[config.mk]
export PLATFORM = sky130hd
export DESIGN_NAME = aout_regbank
export DESIGN_NICKNAME = d
export VERILOG_FILES = /design/src/rtl/aout_regbank_pkg.sv /design/src/rtl/aout_addr_dec.sv /design/src/rtl/aout_ctrl_regs.sv /design/src/rtl/aout_dac_bank.sv /design/src/rtl/aout_read_mux.sv /design/src/rtl/aout_regbank.sv
export SDC_FILE = /design/constraint.sdc
export NUM_CORES = 1
export LEC_CHECK = 0
export ABC_CLOCK_PERIOD_IN_PS = 5300
export CORE_ASPECT_RATIO = 2
export CORE_MARGIN = 2
export CORE_UTILIZATION = 40
export DETAILED_ROUTE_END_ITERATION = 8
export DONT_BUFFER_PORTS = 1
export GPL_TIMING_DRIVEN = 0
export HOLD_SLACK_MARGIN = 0.06
export PLACE_DENSITY = 0.5
export RECOVER_POWER = 100
export SLEW_MARGIN = 10
export SYNTH_ARGS = -nofsm -noshare
export SYNTH_HDL_FRONTEND = slang
export SYNTH_HIERARCHICAL = 1
export SYNTH_SLANG_ARGS = --single-unit
[constraint.sdc]
create_clock -name clk -period 5.3 [get_ports clk]
set_input_delay 1.59 -clock clk [delete_from_list [all_inputs] [get_ports clk]]
set_output_delay 1.59 -clock clk [all_outputs]
set_load 0.005 [all_outputs]
[src/rtl/aout_regbank_pkg.sv]
// Package: shared offsets, bit positions and the write-decode type for the
// banked register decoder. Assumes byte offsets of at least 5 bits.
package aout_regbank_pkg;

    localparam logic [4:0] OFS_DIO       = 5'h00;
    localparam logic [4:0] OFS_CFG2      = 5'h02;
    localparam logic [4:0] OFS_CFG3      = 5'h04;
    localparam logic [4:0] OFS_TB_SHIFT  = 5'h06;
    localparam logic [4:0] OFS_TB_STROBE = 5'h07;
    localparam logic [4:0] OFS_CFG1      = 5'h0A;
    localparam logic [4:0] OFS_FIFO      = 5'h0C;

    localparam int BANK_BIT   = 7;
    localparam int DOE_LO_BIT = 2;
    localparam int DOE_HI_BIT = 3;
    localparam int DIO_W      = 8;
    localparam int STAT_W     = 7;

    typedef struct packed {
        logic cfg1_wr;
        logic dio_wr;
        logic cfg2_wr;
        logic cfg3_wr;
        logic fifo_wr;
        logic tc_clr;
        logic int1_clr;
        logic int2_clr;
        logic tb_shift;
        logic tb_strobe;
    } wr_dec_t;

endpackage

[src/rtl/aout_addr_dec.sv]
// Module: write address decoder. Turns a write strobe, offset and the current
// bank bit into one strobe per target. Assumes one access per cycle.
module aout_addr_dec
    import aout_regbank_pkg::*;
#(
    parameter int AW  = 5,
    parameter int NCH = 10
) (
    input  logic           wr_en,
    input  logic [AW-1:0]  addr,
    input  logic           alt_bank,
    output wr_dec_t        dec,
    output logic [NCH-1:0] dac_sel
);

    // Decode the bank-dependent low offsets and the bank-independent cfg1.
    always_comb begin
        dec = '0;
        if (wr_en) begin
            if (addr == AW'(OFS_CFG1)) dec.cfg1_wr = 1'b1;
            if (!alt_bank) begin
                if (addr == AW'(OFS_DIO))  dec.dio_wr  = 1'b1;
                if (addr == AW'(OFS_CFG2)) dec.cfg2_wr = 1'b1;
                if (addr == AW'(OFS_CFG3)) dec.cfg3_wr = 1'b1;
                if (addr == AW'(OFS_FIFO)) dec.fifo_wr = 1'b1;
            end else begin
                if (addr == AW'(OFS_DIO))       dec.tc_clr    = 1'b1;
                if (addr == AW'(OFS_CFG2))      dec.int1_clr  = 1'b1;
                if (addr == AW'(OFS_CFG3))      dec.int2_clr  = 1'b1;
                if (addr == AW'(OFS_TB_SHIFT))  dec.tb_shift  = 1'b1;
                if (addr == AW'(OFS_TB_STROBE)) dec.tb_strobe = 1'b1;
            end
        end
    end

    // Channel 0 needs the alternate bank; the rest decode in both banks.
    assign dac_sel[0] = wr_en && alt_bank && (addr == AW'(OFS_FIFO));

    for (genvar n = 1; n < NCH; n++) begin : g_dac_hit
        assign dac_sel[n] = wr_en && (addr == AW'(int'(OFS_FIFO) + 2 * n));
    end

endmodule

[src/rtl/aout_ctrl_regs.sv]
// Module: configuration words, digital output latch, FIFO write port and the
// one-cycle action pulses. Assumes the decoder gives at most one strobe.
module aout_ctrl_regs
    import aout_regbank_pkg::*;
#(
    parameter int DW = 16
) (
    input  logic             clk,
    input  logic             rst_n,
    input  wr_dec_t          dec,
    input  logic [DW-1:0]    wdata,
    input  logic             fifo_rd,
    output logic [DW-1:0]    cfg1_q,
    output logic [DW-1:0]    cfg2_q,
    output logic [DW-1:0]    cfg3_q,
    output logic [DIO_W-1:0] dout,
    output logic [DIO_W-1:0] dout_en,
    output logic             alt_bank,
    output logic             fifo_push,
    output logic [DW-1:0]    fifo_wdata,
    output logic             fifo_clr,
    output logic             tc_clr,
    output logic             int1_clr,
    output logic             int2_clr,
    output logic             tbus_shift,
    output logic             tbus_data,
    output logic             tbus_strobe
);

    localparam int HALF = DIO_W / 2;

    // Holding registers written by the host.
    always_ff @(posedge clk) begin
        if (!rst_n) begin
            cfg1_q     <= '0;
            cfg2_q     <= '0;
            cfg3_q     <= '0;
            dout       <= '0;
            fifo_wdata <= '0;
            tbus_data  <= 1'b0;
        end else begin
            if (dec.cfg1_wr)  cfg1_q     <= wdata;
            if (dec.cfg2_wr)  cfg2_q     <= wdata;
            if (dec.cfg3_wr)  cfg3_q     <= wdata;
            if (dec.dio_wr)   dout       <= wdata[DIO_W-1:0];
            if (dec.fifo_wr)  fifo_wdata <= wdata;
            if (dec.tb_shift) tbus_data  <= wdata[0];
        end
    end

    // One-cycle action pulses, each registered from its strobe.
    always_ff @(posedge clk) begin
        if (!rst_n) begin
            fifo_push   <= 1'b0;
            fifo_clr    <= 1'b0;
            tc_clr      <= 1'b0;
            int1_clr    <= 1'b0;
            int2_clr    <= 1'b0;
            tbus_shift  <= 1'b0;
            tbus_strobe <= 1'b0;
        end else begin
            fifo_push   <= dec.fifo_wr;
            fifo_clr    <= fifo_rd;
            tc_clr      <= dec.tc_clr;
            int1_clr    <= dec.int1_clr;
            int2_clr    <= dec.int2_clr;
            tbus_shift  <= dec.tb_shift;
            tbus_strobe <= dec.tb_strobe;
        end
    end

    assign alt_bank = cfg1_q[BANK_BIT];
    assign dout_en  = {{HALF{cfg3_q[DOE_HI_BIT]}}, {HALF{cfg3_q[DOE_LO_BIT]}}};

endmodule

[src/rtl/aout_dac_bank.sv]
// Module: one data register per DAC channel. Each stores the offset-binary
// input with the top bit inverted. Assumes one-hot channel selects.
module aout_dac_bank #(
    parameter int NCH = 10,
    parameter int CW  = 12
) (
    input  logic              clk,
    input  logic              rst_n,
    input  logic [NCH-1:0]    sel,
    input  logic [CW-1:0]     code_ob,
    output logic [NCH*CW-1:0] dac_code
);

    logic [CW-1:0] code_tc;

    // Offset binary to two's complement: flip the most significant bit.
    assign code_tc = {~code_ob[CW-1], code_ob[CW-2:0]};

    for (genvar n = 0; n < NCH; n++) begin : g_ch
        logic [CW-1:0] code_q;
        // Channel register, loaded when its select is high.
        always_ff @(posedge clk) begin
            if (!rst_n)      code_q <= '0;
            else if (sel[n]) code_q <= code_tc;
        end
        assign dac_code[n*CW +: CW] = code_q;
    end

endmodule

[src/rtl/aout_read_mux.sv]
// Module: combinational read path. It returns the digital inputs or the status
// word and gives zero elsewhere. Reads of the FIFO offset return zero.
module aout_read_mux
    import aout_regbank_pkg::*;
#(
    parameter int AW = 5,
    parameter int DW = 16
) (
    input  logic              rd_en,
    input  logic [AW-1:0]     addr,
    input  logic [DIO_W-1:0]  din,
    input  logic [STAT_W-1:0] status,
    output logic [DW-1:0]     rdata
);

    // Select the read source by offset.
    always_comb begin
        rdata = '0;
        if (rd_en) begin
            if (addr == AW'(OFS_DIO))  rdata = {{(DW-DIO_W){1'b0}}, din};
            if (addr == AW'(OFS_CFG1)) rdata = {{(DW-STAT_W){1'b0}}, status};
        end
    end

endmodule

[src/rtl/aout_regbank.sv]
// Module: banked host register decoder top. It ties the decoder, the control
// registers, the DAC bank and the read path together. Assumes a synchronous host
// that raises at most one of wr_en or rd_en per cycle.
module aout_regbank
    import aout_regbank_pkg::*;
#(
    parameter int NCH = 10,
    parameter int CW  = 12,
    parameter int DW  = 16,
    parameter int AW  = 5
) (
    input  logic              clk,
    input  logic              rst_n,
    input  logic              wr_en,
    input  logic              rd_en,
    input  logic [AW-1:0]     addr,
    input  logic [DW-1:0]     wdata,
    output logic [DW-1:0]     rdata,
    input  logic [7:0]        din,
    input  logic              stat_fifo_half,
    input  logic              stat_fifo_empty,
    input  logic              stat_fifo_full,
    input  logic              stat_int2,
    input  logic              stat_int1,
    input  logic              stat_tc,
    input  logic              stat_prom,
    output logic [7:0]        dout,
    output logic [7:0]        dout_en,
    output logic [DW-1:0]     cfg1_q,
    output logic [DW-1:0]     cfg2_q,
    output logic [DW-1:0]     cfg3_q,
    output logic              fifo_push,
    output logic [DW-1:0]     fifo_wdata,
    output logic              fifo_clr,
    output logic              tc_clr,
    output logic              int1_clr,
    output logic              int2_clr,
    output logic              tbus_shift,
    output logic              tbus_data,
    output logic              tbus_strobe,
    output logic [NCH*CW-1:0] dac_code
);

    wr_dec_t           dec;
    logic [NCH-1:0]    dac_sel;
    logic              alt_bank;
    logic              fifo_rd;
    logic [STAT_W-1:0] status;

    assign fifo_rd = rd_en && (addr == AW'(OFS_FIFO));
    assign status  = {stat_fifo_half, stat_fifo_empty, stat_fifo_full,
                      stat_int2, stat_int1, stat_tc, stat_prom};

    aout_addr_dec #(.AW(AW), .NCH(NCH)) u_dec (
        .wr_en    (wr_en),
        .addr     (addr),
        .alt_bank (alt_bank),
        .dec      (dec),
        .dac_sel  (dac_sel)
    );

    aout_ctrl_regs #(.DW(DW)) u_ctrl (
        .clk         (clk),
        .rst_n       (rst_n),
        .dec         (dec),
        .wdata       (wdata),
        .fifo_rd     (fifo_rd),
        .cfg1_q      (cfg1_q),
        .cfg2_q      (cfg2_q),
        .cfg3_q      (cfg3_q),
        .dout        (dout),
        .dout_en     (dout_en),
        .alt_bank    (alt_bank),
        .fifo_push   (fifo_push),
        .fifo_wdata  (fifo_wdata),
        .fifo_clr    (fifo_clr),
        .tc_clr      (tc_clr),
        .int1_clr    (int1_clr),
        .int2_clr    (int2_clr),
        .tbus_shift  (tbus_shift),
        .tbus_data   (tbus_data),
        .tbus_strobe (tbus_strobe)
    );

    aout_dac_bank #(.NCH(NCH), .CW(CW)) u_dac (
        .clk      (clk),
        .rst_n    (rst_n),
        .sel      (dac_sel),
        .code_ob  (wdata[CW-1:0]),
        .dac_code (dac_code)
    );

    aout_read_mux #(.AW(AW), .DW(DW)) u_rd (
        .rd_en  (rd_en),
        .addr   (addr),
        .din    (din),
        .status (status),
        .rdata  (rdata)
    );

endmodule

After elaboration in Yosys (flattened, before gate mapping):

Cells that the tools add are included.

* register bits: 200
* logic and storage cells: 66
* input port bits: 40
* output and inout port bits: 224

* reduce and logical (&&, ||, !) cells: 14
* bitwise logic cells: 1
* eq/ne operators: 15
* multiplexer cells: 13

Operators by type and width (count)
* $eq 5x5->1 const B: 8
* $mux 16: 1
* $mux 8: 2
* $eq 5x3->1 const B: 3
* $eq 5x4->1 const B: 3
* $logic_and 1x1->1: 12
* $mux 10: 1
* $mux 1: 7
* $eq 5x2->1 const B: 1
* $logic_not 5->1: 1
* $mux 5: 1
* $mux 4: 1
* $reduce_and 3->1: 1
* $not 1->1: 1

Depth between registers and ports, before layout:

* word-level depth: 4
* depth in mapped cells: 7
* mapped depth without buffers: 4

By module:

The synthesis kept the hierarchy.

Modules (own cells, without submodules)
* aout_dac_bank: cells an instance 405, seq. area each 2402.3 µm², area each 4855.9 µm², times used 1
* aout_ctrl_regs: cells an instance 259, seq. area each 1601.5 µm², area each 3061.7 µm², times used 1
* aout_read_mux: cells an instance 35, seq. area each 0.0 µm², area each 250.2 µm², times used 1
* aout_addr_dec: cells an instance 33, seq. area each 0.0 µm², area each 198.9 µm², times used 1
* aout_regbank: cells an instance 2, seq. area each 0.0 µm², area each 18.8 µm², times used 1

Least setup slack after synthesis:

No wires, ideal clock.

* kind: input to output
* start: in addr[0]
* end: out rdata[7]
* setup slack: 1.197 ns
* arrival time: 2.513 ns
* buffers on the path: 1
* cell stages on the path: 3
* cell sequence: or4b_1 buf_6 nor4b_4

* cells in the longest elaborated chain, start to end: 4

RTL lines
* start: declaration: RTL line aout_regbank.sv:16 `input logic [AW-1:0] addr,`
* $logic_not 5->1: RTL line aout_read_mux.sv:20 `if (addr == AW'(OFS_DIO)) rdata = {{(DW-DIO_W){1'b0}}, din};`
* $mux 8: RTL line aout_read_mux.sv:20
* $mux 8 *: RTL line aout_read_mux.sv:21 `if (addr == AW'(OFS_CFG1)) rdata = {{(DW-STAT_W){1'b0}}, status};`
* $mux 16 *: RTL line aout_read_mux.sv:19 `if (rd_en) begin`
* end: declaration: RTL line aout_regbank.sv:18 `output logic [DW-1:0] rdata,`

Every way passes the cells marked *; elsewhere a longest branch is shown, timed or not.

Final worst setup path:

Same ends and word-level chain as after synthesis.

==> impl_summary.log <==
INFO  metric cts_inserted_buffers = 17
INFO  metric track_usage = 20.1%
INFO  metric n_fill_cell = 2047
INFO  metric synth_sequential_area_ratio = 47.7%
INFO  metric status = finished, final reports clean
INFO  metric swShare = 21.3%
INFO  metric wl_met3 = 2120 um
INFO  metric drcViolationCount = 0
INFO  metric port-buffer-count = 0
INFO  metric timing_worst_slew_pin_value = 0.786 ns
INFO  metric topRoutingLayerUsed = met4
INFO  metric routed-via-count = 5012
INFO  metric core_region = 20700 um2
INFO  metric report.final.slew_viol_count = 0
INFO  metric row_count = 75
INFO  metric cts_root_buffer = clkbuf_16
INFO  metric ys_seq_elements = 200
INFO  metric period_utilisation_layout = 81.7%
INFO  metric clock-sinks = 200
INFO  metric m1WireLength = 8110 um
INFO  metric timing.setup.tns = 0 ns
INFO  metric timing.hold.worst.class = reg -> reg
INFO  metric drt_first_iter_violations = 140
INFO  metric crit_path_max_fanout = 8
INFO  metric end_kind = output pin
INFO  metric detailedPlacementHpwl = 15500 um
INFO  metric synth_top_cells_by_area = dfxtp_1 (48%), mux2i_1 (22%), nor2b_1 (14%)
INFO  metric clock_tree.buffer_depth = 2
INFO  metric dr_wl_met2 = 11000 um
INFO  metric grt-ovfl-total = 0
INFO  metric fmax = 231 MHz
INFO  metric die_height = 209 um
INFO  metric layout-area-overhead-vs-synth = 7.01%
INFO  metric synthesis.instances = 734
INFO  metric internal-power = 2330 uW
INFO  metric cp.required = 3.71 ns
INFO  metric grt_first_pass_wirelength = 32700 um
INFO  metric reg_to_reg_setup_timing_slack = 2.64 ns
INFO  metric cts_repair_resize_count = 0
INFO  metric insertedDiodeCount = 0
INFO  metric fin_cells = 1041
INFO  metric power.ir.vdd_worst = 0.000191 V
INFO  metric vias_per_cell = 4.81
INFO  metric post_cts_hold_buffer_count = 0
INFO  metric mean_post_synth_cell_area = 11.4 um2
INFO  metric sequentialPowerShare = 51.5%
INFO  metric combined_area_of_the_multi_input_logic_cells = 3530 um2
INFO  metric total_leakage_power = 0.00283 uW
INFO  metric seq_cell_area = 4000 um2
INFO  metric combinational_power_share = 4.5%
INFO  metric antenna_found_initial = 0
INFO  metric p_clk_share = 44.1%
INFO  metric post-synth-top-area-cell = dfxtp_1
INFO  metric routed_wirelength = 21600 um
INFO  metric report.final.hold_viol_count = 0
INFO  metric grt_setup_unrepaired = false
INFO  metric yosys_warnings = 6
INFO  metric insertion_delay = 0.44 ns
INFO  metric min_period = 4.33 ns
INFO  metric post-synth-top-area-fraction = 47.7%
INFO  metric maxSlewHeadroom = 47.6%
INFO  metric design.die.area = 22200 um2
INFO  metric grt_max_degree = 17
INFO  metric finalWeightedCongestion = 0.751
INFO  metric via_count_of_the_first_global_routing_pass = 5157
INFO  metric post_synth_num_cell_types = 31
INFO  metric setup_violations = 0
INFO  metric 1st_pass_router_iterations = 4
INFO  metric clk_pin_slew = 0.07 ns
INFO  metric floorplan.die.width = 106 um
INFO  metric detail_route.wl_per_cell = 20.7 um
INFO  metric final_net_count = 800
INFO  metric timing.max_cap.violations = 0
INFO  metric total_switching_power = 631 uW
INFO  metric power-per-cell-area = 330 nW/um2
INFO  metric cp.arrival = 2.74 ns
INFO  metric htreeDepth = 4
INFO  metric place.detailed.instances = 1010
INFO  metric fin_worst_skew = 0.00521 ns
INFO  metric synth_area = 8390 um2
INFO  metric cts_tree = done
INFO  metric cts_setup_buffers = 0
INFO  metric antenna_left = 0
INFO  metric async_reset_ff_share = 0%
INFO  metric path_class = in -> out
INFO  metric start_util = 40.4%
INFO  metric dominantRegCellSynth = dfxtp_1
INFO  metric cp-start-kind = primary input
INFO  metric ios = 264
INFO  metric share_of_final_layout_standard_cells_stronger_than_drive_strength_1 = 10.4%
INFO  metric synth_enable_flop_cells = 0
layout by cell type (no fill, tap or decap):
cell	netlist	final
a21oi_1	7	7
and2_0	0	5
and2_1	6	1
and2_2	1	1
buf_2	13	12
buf_4	19	10
buf_6	16	1
bufinv_16	0	2
clkbuf_1	11	45
clkbuf_16	0	17
clkbuf_4	0	8
clkbuf_8	10	15
clkinv_2	0	3
clkinv_4	0	1
clkinvlp_4	0	1
conb_1	1	8
dfxtp_1	200	200
mux2i_1	183	183
nand2_1	12	12
nand2b_1	4	4
nand3_1	7	7
nand3b_1	1	1
nand4b_1	2	2
nand4bb_1	1	1
nor2_1	7	7
nor2_2	1	1
nor2b_1	183	183
nor3_1	6	6
nor3_2	1	1
nor4_1	6	6
nor4b_1	0	1
o211a_1	10	10
or3b_1	0	1
or3b_2	7	7
or4_1	0	1
or4b_1	1	1
flip-flops by register name, indices dropped and copies added (netlist names):
signal              cells
u_ctrl/dout             8
u_ctrl/int1_clr         1
u_ctrl/fifo_clr         1
u_ctrl/cfg3_q          16
u_ctrl/cfg1_q          16
u_ctrl/int2_clr         1
u_ctrl/tbus_shift       1
u_ctrl/fifo_wdata      16
u_dac/g_ch.code_q     120
u_ctrl/fifo_push        1
u_ctrl/tbus_strobe      1
u_ctrl/tc_clr           1
u_ctrl/tbus_data        1
u_ctrl/cfg2_q          16
worst max-delay path: stages:
cell      delay [ns]
or4b_1          0.50
clkbuf_1        0.20
nor4b_1         0.44
logic make-up after synthesis:
kind of cell    after synthesis  share of synthesized area, %
other cells                   1                        0.0447
flops                       200                          47.7
buf+inv                      84                          10.2
simple gates                249                          18.6
mux                         183                          21.8
compound gates               17                          1.61
power by group through the flow:
stage | sequential (uW) | combinational [uW] | clock, uW
3_3_place_gp | 1560 | 141 | 0
5_1_grt | 1520 | 144 | 1400
4_1_cts | 1520 | 142 | 1350
2_1_floorplan | 1550 | 104 | 0
3_5_place_dp | 1560 | 142 | 0
6_report | 1520 | 132 | 1300
synthesized netlist by cell type (10+ instances only):
cell	count
buf_12	14
buf_2	13
buf_4	19
buf_6	16
clkbuf_1	11
clkbuf_8	10
dfxtp_1	200
mux2i_1	183
nand2_1	12
nor2b_1	183
o211a_1	10
worst paths after layout:
path,start,end,cells after the start
worst max-delay path,addr[0],rdata[7],3
worst min register to register,u_dac/g_ch[4].code_q[8],u_dac/g_ch[4].code_q[8],2
worst min-delay path,u_dac/g_ch[4].code_q[8],u_dac/g_ch[4].code_q[8],2
worst max register to register,u_ctrl/cfg1_q[7],u_ctrl/cfg3_q[12],6
metal layers:
metal / track usage, % / vias to the layer above
met4: 7.44 / 0
met1: 21.8 / 2346
met3: 9.01 / 24
li1: - / 2465
met2: 34.0 / 177
met5: 0 / -
stage by stage:
stage | utilization [%] | hold slack (ns) | cell area, um2 | setup WS, ns | total power, uW
5_1_grt | 43.3 | 0.560 | 8970 | 0.898 | 3070
3_5_place_dp | 42.2 | 0.533 | 8750 | 1.17 | 1700
4_1_cts | 45.0 | 0.544 | 9340 | 1.17 | 3010
3_3_place_gp | 42.2 | 0.525 | 8750 | 1.17 | 1700
2_1_floorplan | - | 0.477 | 8410 | 1.20 | 1660
6_report | 43.3 | 0.540 | 8970 | 0.971 | 2960
layout make-up:
class                      instances  share of cell area, %
sequential                       200                   44.6
multi-input combinational        457                   39.4
buffer                            84                   5.63
clock buffer                      24                   5.59
tap                              269                   3.75
clock inverter                     7                   1.02
Note: power is estimated with default switching activity, not from simulation.
